$ cat config.mk
export PLATFORM = sky130hd
export DESIGN_NAME = row_select_seq
export DESIGN_NICKNAME = d
export VERILOG_FILES = /design/src/rtl/rowseq_pkg.sv /design/src/rtl/rowseq_edge_det.sv /design/src/rtl/rowseq_start_reg.sv /design/src/rtl/rowseq_scan_ctrl.sv /design/src/rtl/rowseq_decoder.sv /design/src/rtl/row_select_seq.sv
export SDC_FILE = /design/constraint.sdc
export NUM_CORES = 1
export LEC_CHECK = 0
export CORE_AREA = 2 2 409 411
export CTS_CLUSTER_SIZE = 8
export DETAILED_ROUTE_END_ITERATION = 8
export DIE_AREA = 0 0 411 413
export PLACE_DENSITY = 0.3
export SETUP_SLACK_MARGIN = 0.02
export SYNTH_ARGS = -nofsm -noshare
export SYNTH_HDL_FRONTEND = slang
export SYNTH_SLANG_ARGS = --single-unit
$ cat constraint.sdc
create_clock -name clk -period 1.9 [get_ports clk]
set_input_delay 0.19 -clock clk [delete_from_list [all_inputs] [get_ports clk]]
set_output_delay 0.19 -clock clk [all_outputs]
set_load 0.02 [all_outputs]
$ cat src/rtl/rowseq_pkg.sv
package rowseq_pkg;

  // Scan phase of the row selector
  typedef enum logic [1:0] {
    SCAN_IDLE  = 2'd0,  // nothing selected since reset
    SCAN_FIRST = 2'd1,  // start row selected, sync may still be held
    SCAN_RUN   = 2'd2,  // stepping through rows one per row clock
    SCAN_DONE  = 2'd3   // stepped past the last row
  } scan_phase_e;

  function automatic logic phase_selects(input scan_phase_e ph);
    return (ph == SCAN_FIRST) || (ph == SCAN_RUN);
  endfunction

endpackage

$ cat src/rtl/rowseq_edge_det.sv
module rowseq_edge_det (
  input  logic clk,
  input  logic rst_n,
  input  logic level_in,
  output logic rise
);

  logic level_q;

  always_ff @(posedge clk or negedge rst_n) begin
    if (!rst_n) level_q <= 1'b0;
    else        level_q <= level_in;
  end

  assign rise = level_in & ~level_q;

  // a rising edge can never be reported in two consecutive cycles
  a_r5_single_rise: assert property (@(posedge clk) disable iff (!rst_n)
    rise |=> !rise);

endmodule

$ cat src/rtl/rowseq_start_reg.sv
module rowseq_start_reg #(
  parameter int ROW_W = 10
) (
  input  logic             clk,
  input  logic             rst_n,
  input  logic             wr_en,
  input  logic [ROW_W-1:0] wr_row,
  output logic [ROW_W-1:0] start_row
);

  always_ff @(posedge clk or negedge rst_n) begin
    if (!rst_n)     start_row <= '0;
    else if (wr_en) start_row <= wr_row;
  end

  a_r7_keep_without_enable: assert property (@(posedge clk) disable iff (!rst_n)
    !wr_en |=> $stable(start_row));

  a_r7_load_with_enable: assert property (@(posedge clk) disable iff (!rst_n)
    wr_en |=> start_row == $past(wr_row));

endmodule

$ cat src/rtl/rowseq_scan_ctrl.sv
module rowseq_scan_ctrl
  import rowseq_pkg::*;
#(
  parameter int ROWS  = 1024,
  parameter int ROW_W = $clog2(ROWS)
) (
  input  logic             clk,
  input  logic             rst_n,
  input  logic             row_rise,
  input  logic             row_sync,
  input  logic [ROW_W-1:0] start_row,
  output logic [ROW_W-1:0] cur_row,
  output logic             cur_valid,
  output logic             step
);

  localparam logic [ROW_W-1:0] LAST_ROW = ROW_W'(ROWS - 1);

  scan_phase_e      phase_q, phase_d;
  logic [ROW_W-1:0] row_q, row_d;
  logic             step_d;
  logic             at_last;

  assign at_last = (row_q == LAST_ROW);

  always_comb begin
    phase_d = phase_q;
    row_d   = row_q;
    step_d  = 1'b0;
    if (row_rise) begin
      if (row_sync) begin
        // a held sync keeps the first row; a fresh sync (re)loads it
        if (phase_q != SCAN_FIRST) begin
          phase_d = SCAN_FIRST;
          row_d   = start_row;
          step_d  = 1'b1;
        end
      end else if (phase_selects(phase_q)) begin
        if (at_last) begin
          phase_d = SCAN_DONE;
        end else begin
          phase_d = SCAN_RUN;
          row_d   = row_q + 1'b1;
          step_d  = 1'b1;
        end
      end
    end
  end

  always_ff @(posedge clk or negedge rst_n) begin
    if (!rst_n) begin
      phase_q <= SCAN_IDLE;
      row_q   <= '0;
      step    <= 1'b0;
    end else begin
      phase_q <= phase_d;
      row_q   <= row_d;
      step    <= step_d;
    end
  end

  assign cur_row   = row_q;
  assign cur_valid = phase_selects(phase_q);

  a_r2_first_row_load: assert property (@(posedge clk) disable iff (!rst_n)
    (row_rise && row_sync && phase_q != SCAN_FIRST)
      |=> (cur_valid && step && cur_row == $past(start_row)));

  a_r3_first_row_hold: assert property (@(posedge clk) disable iff (!rst_n)
    (row_rise && row_sync && phase_q == SCAN_FIRST)
      |=> ($stable(cur_row) && cur_valid && !step));

  a_r4_advance: assert property (@(posedge clk) disable iff (!rst_n)
    (row_rise && !row_sync && cur_valid && !at_last)
      |=> (step && cur_valid && cur_row == ROW_W'($past(cur_row) + 1'b1)));

  a_r5_quiet_without_edge: assert property (@(posedge clk) disable iff (!rst_n)
    !row_rise |=> (!step && $stable(cur_row) && $stable(cur_valid)));

  a_r6_end_of_array: assert property (@(posedge clk) disable iff (!rst_n)
    (row_rise && !row_sync && cur_valid && at_last)
      |=> (!cur_valid && !step && $stable(cur_row)));

  a_r6_stay_ended: assert property (@(posedge clk) disable iff (!rst_n)
    (!cur_valid && !(row_rise && row_sync)) |=> (!cur_valid && !step));

endmodule

$ cat src/rtl/rowseq_decoder.sv
module rowseq_decoder #(
  parameter int ROWS  = 1024,
  parameter int ROW_W = $clog2(ROWS)
) (
  input  logic             valid,
  input  logic [ROW_W-1:0] row,
  output logic [ROWS-1:0]  onehot
);

  for (genvar g = 0; g < ROWS; g++) begin : g_line
    assign onehot[g] = valid && (row == ROW_W'(g));
  end

endmodule

$ cat src/rtl/row_select_seq.sv
module row_select_seq #(
  parameter int ROWS  = 1024,
  parameter int ROW_W = $clog2(ROWS)
) (
  input  logic             clk,
  input  logic             rst_n,
  input  logic             start_wr_en,
  input  logic [ROW_W-1:0] start_wr_row,
  input  logic             row_clk,
  input  logic             row_sync,
  output logic             sel_valid,
  output logic [ROW_W-1:0] sel_row,
  output logic [ROWS-1:0]  sel_onehot,
  output logic             sel_step
);

  logic             row_rise;
  logic [ROW_W-1:0] start_row;

  rowseq_edge_det i_edge (
    .clk      (clk),
    .rst_n    (rst_n),
    .level_in (row_clk),
    .rise     (row_rise)
  );

  rowseq_start_reg #(.ROW_W(ROW_W)) i_start (
    .clk       (clk),
    .rst_n     (rst_n),
    .wr_en     (start_wr_en),
    .wr_row    (start_wr_row),
    .start_row (start_row)
  );

  rowseq_scan_ctrl #(.ROWS(ROWS), .ROW_W(ROW_W)) i_scan (
    .clk       (clk),
    .rst_n     (rst_n),
    .row_rise  (row_rise),
    .row_sync  (row_sync),
    .start_row (start_row),
    .cur_row   (sel_row),
    .cur_valid (sel_valid),
    .step      (sel_step)
  );

  rowseq_decoder #(.ROWS(ROWS), .ROW_W(ROW_W)) i_dec (
    .valid  (sel_valid),
    .row    (sel_row),
    .onehot (sel_onehot)
  );

  a_r8_onehot_count: assert property (@(posedge clk) disable iff (!rst_n)
    $countones(sel_onehot) == (sel_valid ? 1 : 0));

  a_r8_onehot_position: assert property (@(posedge clk) disable iff (!rst_n)
    sel_valid |-> sel_onehot[sel_row]);

  a_r5_step_one_cycle: assert property (@(posedge clk) disable iff (!rst_n)
    sel_step |=> !sel_step);

endmodule

==> Yosys cells after proc, flatten, opt, wreduce, memory -nomap -nowiden <==
Cells that the tools add are included.
{ "totals": {"regBits": 24, "input_bits": 15, "output_inout_bits": 1036, "word_cells": 2078} }
{ "classes": {"bitwise": 2, "eq_ne": 1028, "mux": 13, "reduce_logical": 1029, "add_sub_neg": 1} }
{ "op_table": {"columns": ["op", "count"], "rows": [
  ["== test 10 bit, second input constant", 512],
  ["== test 10 x 9 -> 1 bit, second input constant", 256],
  ["== test 10 x 8 -> 1 bit, second input constant", 128],
  ["logical AND 1 bit", 1024],
  ["== test 10 x 7 -> 1 bit, second input constant", 64],
  ["== test 10 x 6 -> 1 bit, second input constant", 32],
  ["== test 10 x 5 -> 1 bit, second input constant", 16],
  ["== test 10 x 4 -> 1 bit, second input constant", 8],
  ["== test 10 x 3 -> 1 bit, second input constant", 4],
  ["two-way mux 10 bit", 4],
  ["== test 10 x 2 -> 1 bit, second input constant", 2],
  ["adder 10 x 1 -> 10 bit, second input constant", 1],
  ["== test 10 x 1 -> 1 bit, second input constant", 1],
  ["logical NOT 10 bit", 1],
  ["two-way mux 1 bit", 6],
  ["two-way mux 2 bit", 3],
  ["inequality test 2 x 1 -> 1 bit, second input constant", 2],
  ["AND reduction 4 bit", 1],
  ["AND reduction 3 bit", 1],
  ["== test 2 x 1 -> 1 bit, second input constant", 1],
  ["== test 2 bit, second input constant", 1],
  ["inequality test 2 bit, second input constant", 1],
  ["nonzero test 2 bit", 1],
  ["bitwise AND 1 bit", 1],
  ["other kinds (2)", 2]
]} }

==> Depth between registers and ports, before layout <==
{ "logic_depth": {"ltp_word": 5, "mapped_depth": 10, "ltp_nobuf": 6} }

==> Cells and area by module <==
A second synthesis with hierarchy kept.
{ "hier_totals": {"hier_cells": 1515, "hier_area_um2": 9400.3} }
{ "modules_own_cells": {"columns": ["module", "seq_area_each_um2", "area_each_um2", "n_inst", "cells_per_inst"], "rows": [
  ["rowseq_decoder", 0.0, 8117.8, 1, 1403],
  ["rowseq_scan_ctrl", 325.3, 832.0, 1, 89],
  ["rowseq_start_reg", 250.2, 411.6, 1, 21],
  ["rowseq_edge_det", 25.0, 38.8, 1, 2]
]} }

==> Worst setup path after synthesis <==
No wires, ideal clock.
{ "synth_path": {"kind": "flip-flop to output port", "startpoint": "reg i_scan.phase_q[0]", "endpoint": "out sel_onehot[545]", "required_time_ns": 1.710, "arrival_ns": 2.064, "path_slack_ns": -0.354, "path_stages_with_launch": 10, "path_buffers": 4, "cell_sequence": "dfrtp_1 > ha_1 > buf_2 > nor2_1 > and2_1 > buf_2 > buf_6 > nand3_1 > buf_2 > nor2_1"} }
{ "synth_between": {"elab_chain_cells": 3, "word_cells_on_any_way": 4, "classes_between": "2 x eq/ne; 2 x reduce/logical"} }
{ "synth_lines": {"columns": ["element", "line", "source"], "rows": [
  ["start: declaration", "rowseq_scan_ctrl.sv:19", "scan_phase_e phase_q, phase_d;"],
  ["start signal: assignment", "rowseq_scan_ctrl.sv:56", "phase_q <= phase_d;"],
  ["== test 2 x 1 -> 1 bit / == test 2 bit (equally long branches)", "rowseq_pkg.sv:12", "return (ph == SCAN_FIRST) || (ph == SCAN_RUN);"],
  ["logical OR 1 bit (*)", "rowseq_pkg.sv:12", null],
  ["logical AND 1 bit (*)", "rowseq_decoder.sv:11", "assign onehot[g] = valid && (row == ROW_W'(g));"],
  ["end: declaration", "row_select_seq.sv:13", "output logic [ROWS-1:0] sel_onehot,"]
]} }
Mark *: on every way between the ends. The rest lies on a longest branch, timed or not.

==> Final worst setup path <==
{ "layout_path": {"startpoint": "reg i_scan.phase_q[1]", "endpoint": "out sel_onehot[799]"} }
The elaborated chain is that of the path after synthesis.

==> reports/results.ini <==
[logic_synthesis]
syn_nets=1500
synth_seq_area_share_pct=9.09
syn-cell-area_um2=6610
yosys_warnings=0
synth-seq-cells=24
avgSynthCellArea_um2=4.46
syn_inst=1480
ys_types=40

[cts]
cts-buffers-inserted=3
clock_latency_ns=0.26
cts.clk_slew.worst_paths_ns=0.07
cts_max_level=1
cts_tree=yes
cts.path.max_buffers=2
clock-sinks=24
root_buffer=clkbuf_16

[sta]
whs_ns=0.298
setup_slack_ns=-0.547
rsz0062_at_grt=yes
min_period_over_period_pct=129
fmax_mhz=409
period_needed_ns=2.45
finalMaxSlewViolations=0
slew_headroom_pct=65.9
finalClockSkew_ns=0.00401
tightest_slew_ns=0.512
setup_viol=1035
hold_violations=0

[run]
cap_violations=0

[global_route]
busiest_layer=met2
grt_pass1_vias=14556
antenna_found_initial=4
use_met2_pct=26.0
grtUsageTotal_pct=12.8
grtUsageMet1_pct=14.9
use_met3_pct=1.21
grt_max_degree=31
grt_pass1_wl_um=148000
grt_overflow_total=0

[critical_path]
critical_path_class=reg -> out
worstPathMaxFanout=16
crit_path_end_kind=output port
required_ns=1.71
critPathArrivalTime_ns=2.26
start_kind=flip-flop

[route]
drt_first_pass_iters=4
drc=0
vias=14618
viasPerCell=2.97
routedWlPerCell_um=24.0
antenna_left=0
wl_um=118000
first_iter_violations=578

[run_status]
violations=setup timing
status=finished, violations left

[floorplan]
core_area_um2=166000
die_area_um2=170000
floorplan.initialDensity_pct=3.98
fp-row-count=150
io-pin-count=1051
die_width_um=411
die_h_um=413

[layout]
fin_nets=2741
final_cell_mix=579 x dlygate4sd2_1, 481 x nor2_1, 404 x nor2_4
area_delta_synth_final_pct=309
layout-drive-gt1-share_pct=52.8
final_common_cell=dlygate4sd2_1
fin_area_um2=27000

[power_and_ir_drop]
power_density_nw_per_um2=429
p_total_uw=11600
ir_drop_uv=391
total_leakage_power_uw=0.0112

[place]
dp_hpwl_um=95400
gp_congestion=0.759
numPortBuffers=1050
place_worst_setup_slack_ns=-0.853
place_area_um2=27000

[worst_hold_path]
min_path_type=in -> async

worst paths after layout:
path	start	endpoint	slack (ns)	cells past startpoint
min in group clk	row_clk	i_edge.level_q	0.52	2
setup / recovery	i_scan.phase_q[1]	sel_onehot[799]	-0.55	9
hold / removal	rst_n	i_start.start_row[8]	0.30	2
setup reg to reg	i_scan.cur_row[5]	i_scan.phase_q[0]	-0.17	10
hold reg to reg	i_start.start_row[7]	i_start.start_row[7]	0.52	1
max in group asynchronous	rst_n	i_scan.cur_row[4]	1.32	2
power breakdown:
group / switching, µW / total (µW) / internal, µW
Combinational: 6630 / 10300 / 3700
Sequential: 137 / 773 / 636
Clock: 198 / 485 / 288
cells by family (layout without fill, tap and decap cells):
| family | after synthesis | after routing | share of synthesized area, % |
|---|---|---|---|
| buffers and inverters | 208 | 1448 | 13.2 |
| flip-flops | 24 | 24 | 9.09 |
| AND/OR/NAND/NOR | 1195 | 1195 | 71.3 |
| AO/OA/AOI/OAI | 36 | 36 | 3.47 |
| adder cells (fa/ha/maj) | 5 | 5 | 0.947 |
| other | 0 | 5 | 0 |
| multiplexers | 12 | 12 | 2.01 |
cell type report:
type	instances	area (µm²)
Fill cell	19066	139000
Timing Repair Buffer	1438	14400
Multi-Input combinational cell	1248	9090
Tap cell	2204	2760
Sequential cell	24	607
Clock buffer	4	78.8
Inverter	6	22.5
Antenna cell	5	12.5
metal layers:
| metal | vias up | routed length (µm) | part of all wire [%] |
|---|---|---|---|
| li1 | 7002 | - | - |
| met1 | 7079 | 47400 | 40 |
| met2 | 511 | 66400 | 56 |
| met3 | 26 | 4100 | 3.5 |
| met4 | 0 | 468 | 0.40 |
| met5 | - | 0 | 0 |
state kept, by name, indices dropped and copies added, names as in the netlist:
signal	cells
i_scan.phase_q	2
i_start.start_row	10
i_scan.step	1
i_scan.cur_row	10
i_edge.level_q	1
synth_stat cells:
library cell	instances	area share, %
a21oi_1	12	0.91
a31oi_1	1	0.095
and2_1	6	0.57
and2b_1	1	0.11
and3_1	9	0.85
buf_1	17	0.97
buf_2	58	4.4
buf_4	3	0.34
buf_6	1	0.17
clkbuf_1	123	7.0
dfrtp_1	24	9.1
ha_1	5	0.95
inv_1	6	0.34
mux2_2	10	1.7
mux2i_1	2	0.30
nand2_1	66	3.8
nand2_2	1	0.095
nand2b_1	7	0.66
nand3_1	49	3.7
nand3_2	1	0.15
nand4_1	3	0.28
nor2_1	1027	58
nor2_4	2	0.34
nor2b_1	6	0.57
nor3_1	6	0.45
nor3_2	1	0.15
nor3b_1	1	0.11
nor4_1	4	0.38
nor4_4	1	0.32
o2111ai_1	1	0.13
o211ai_1	1	0.11
o21ai_0	5	0.38
o22ai_1	9	0.85
o2bb2ai_1	1	0.13
o311a_1	1	0.15
o311ai_2	1	0.25
o31ai_1	4	0.45
or2_2	1	0.095
or3_1	1	0.095
or4_1	2	0.23
repair_timing:
action                     in CTS  in global routing
setup endpoints to repair    1038               1039
pin swaps                       1                 10
hold endpoints to repair        0                  0
hold buffers                    0                  0
cloned                          0                  6
gates resized for setup      1515                585
setup buffers                   0                 43
worst max-delay path, stage by stage, from the launching register on:
cell and delay (ns):
dfrtp_1 0.39, inv_2 0.08, ha_4 0.23, buf_6 0.13, nor2_4 0.14, buf_12 0.20, nand3_2 0.17, buf_12 0.20
nor2_2 0.14, clkdlybuf4s15_2 0.28
per-stage QoR:
step | setup TNS (ns) | utilization (%) | std cells
floorplan | -28.67 | - | 1480
global placement | -536.24 | 16.3 | 4871
detailed placement | -518.50 | 16.3 | 4871
CTS | -491.05 | 16.0 | 4875
global route | -512.65 | 16.3 | 4924
finish | -416.38 | 16.3 | 4929
(Power assumes the default switching activity.)
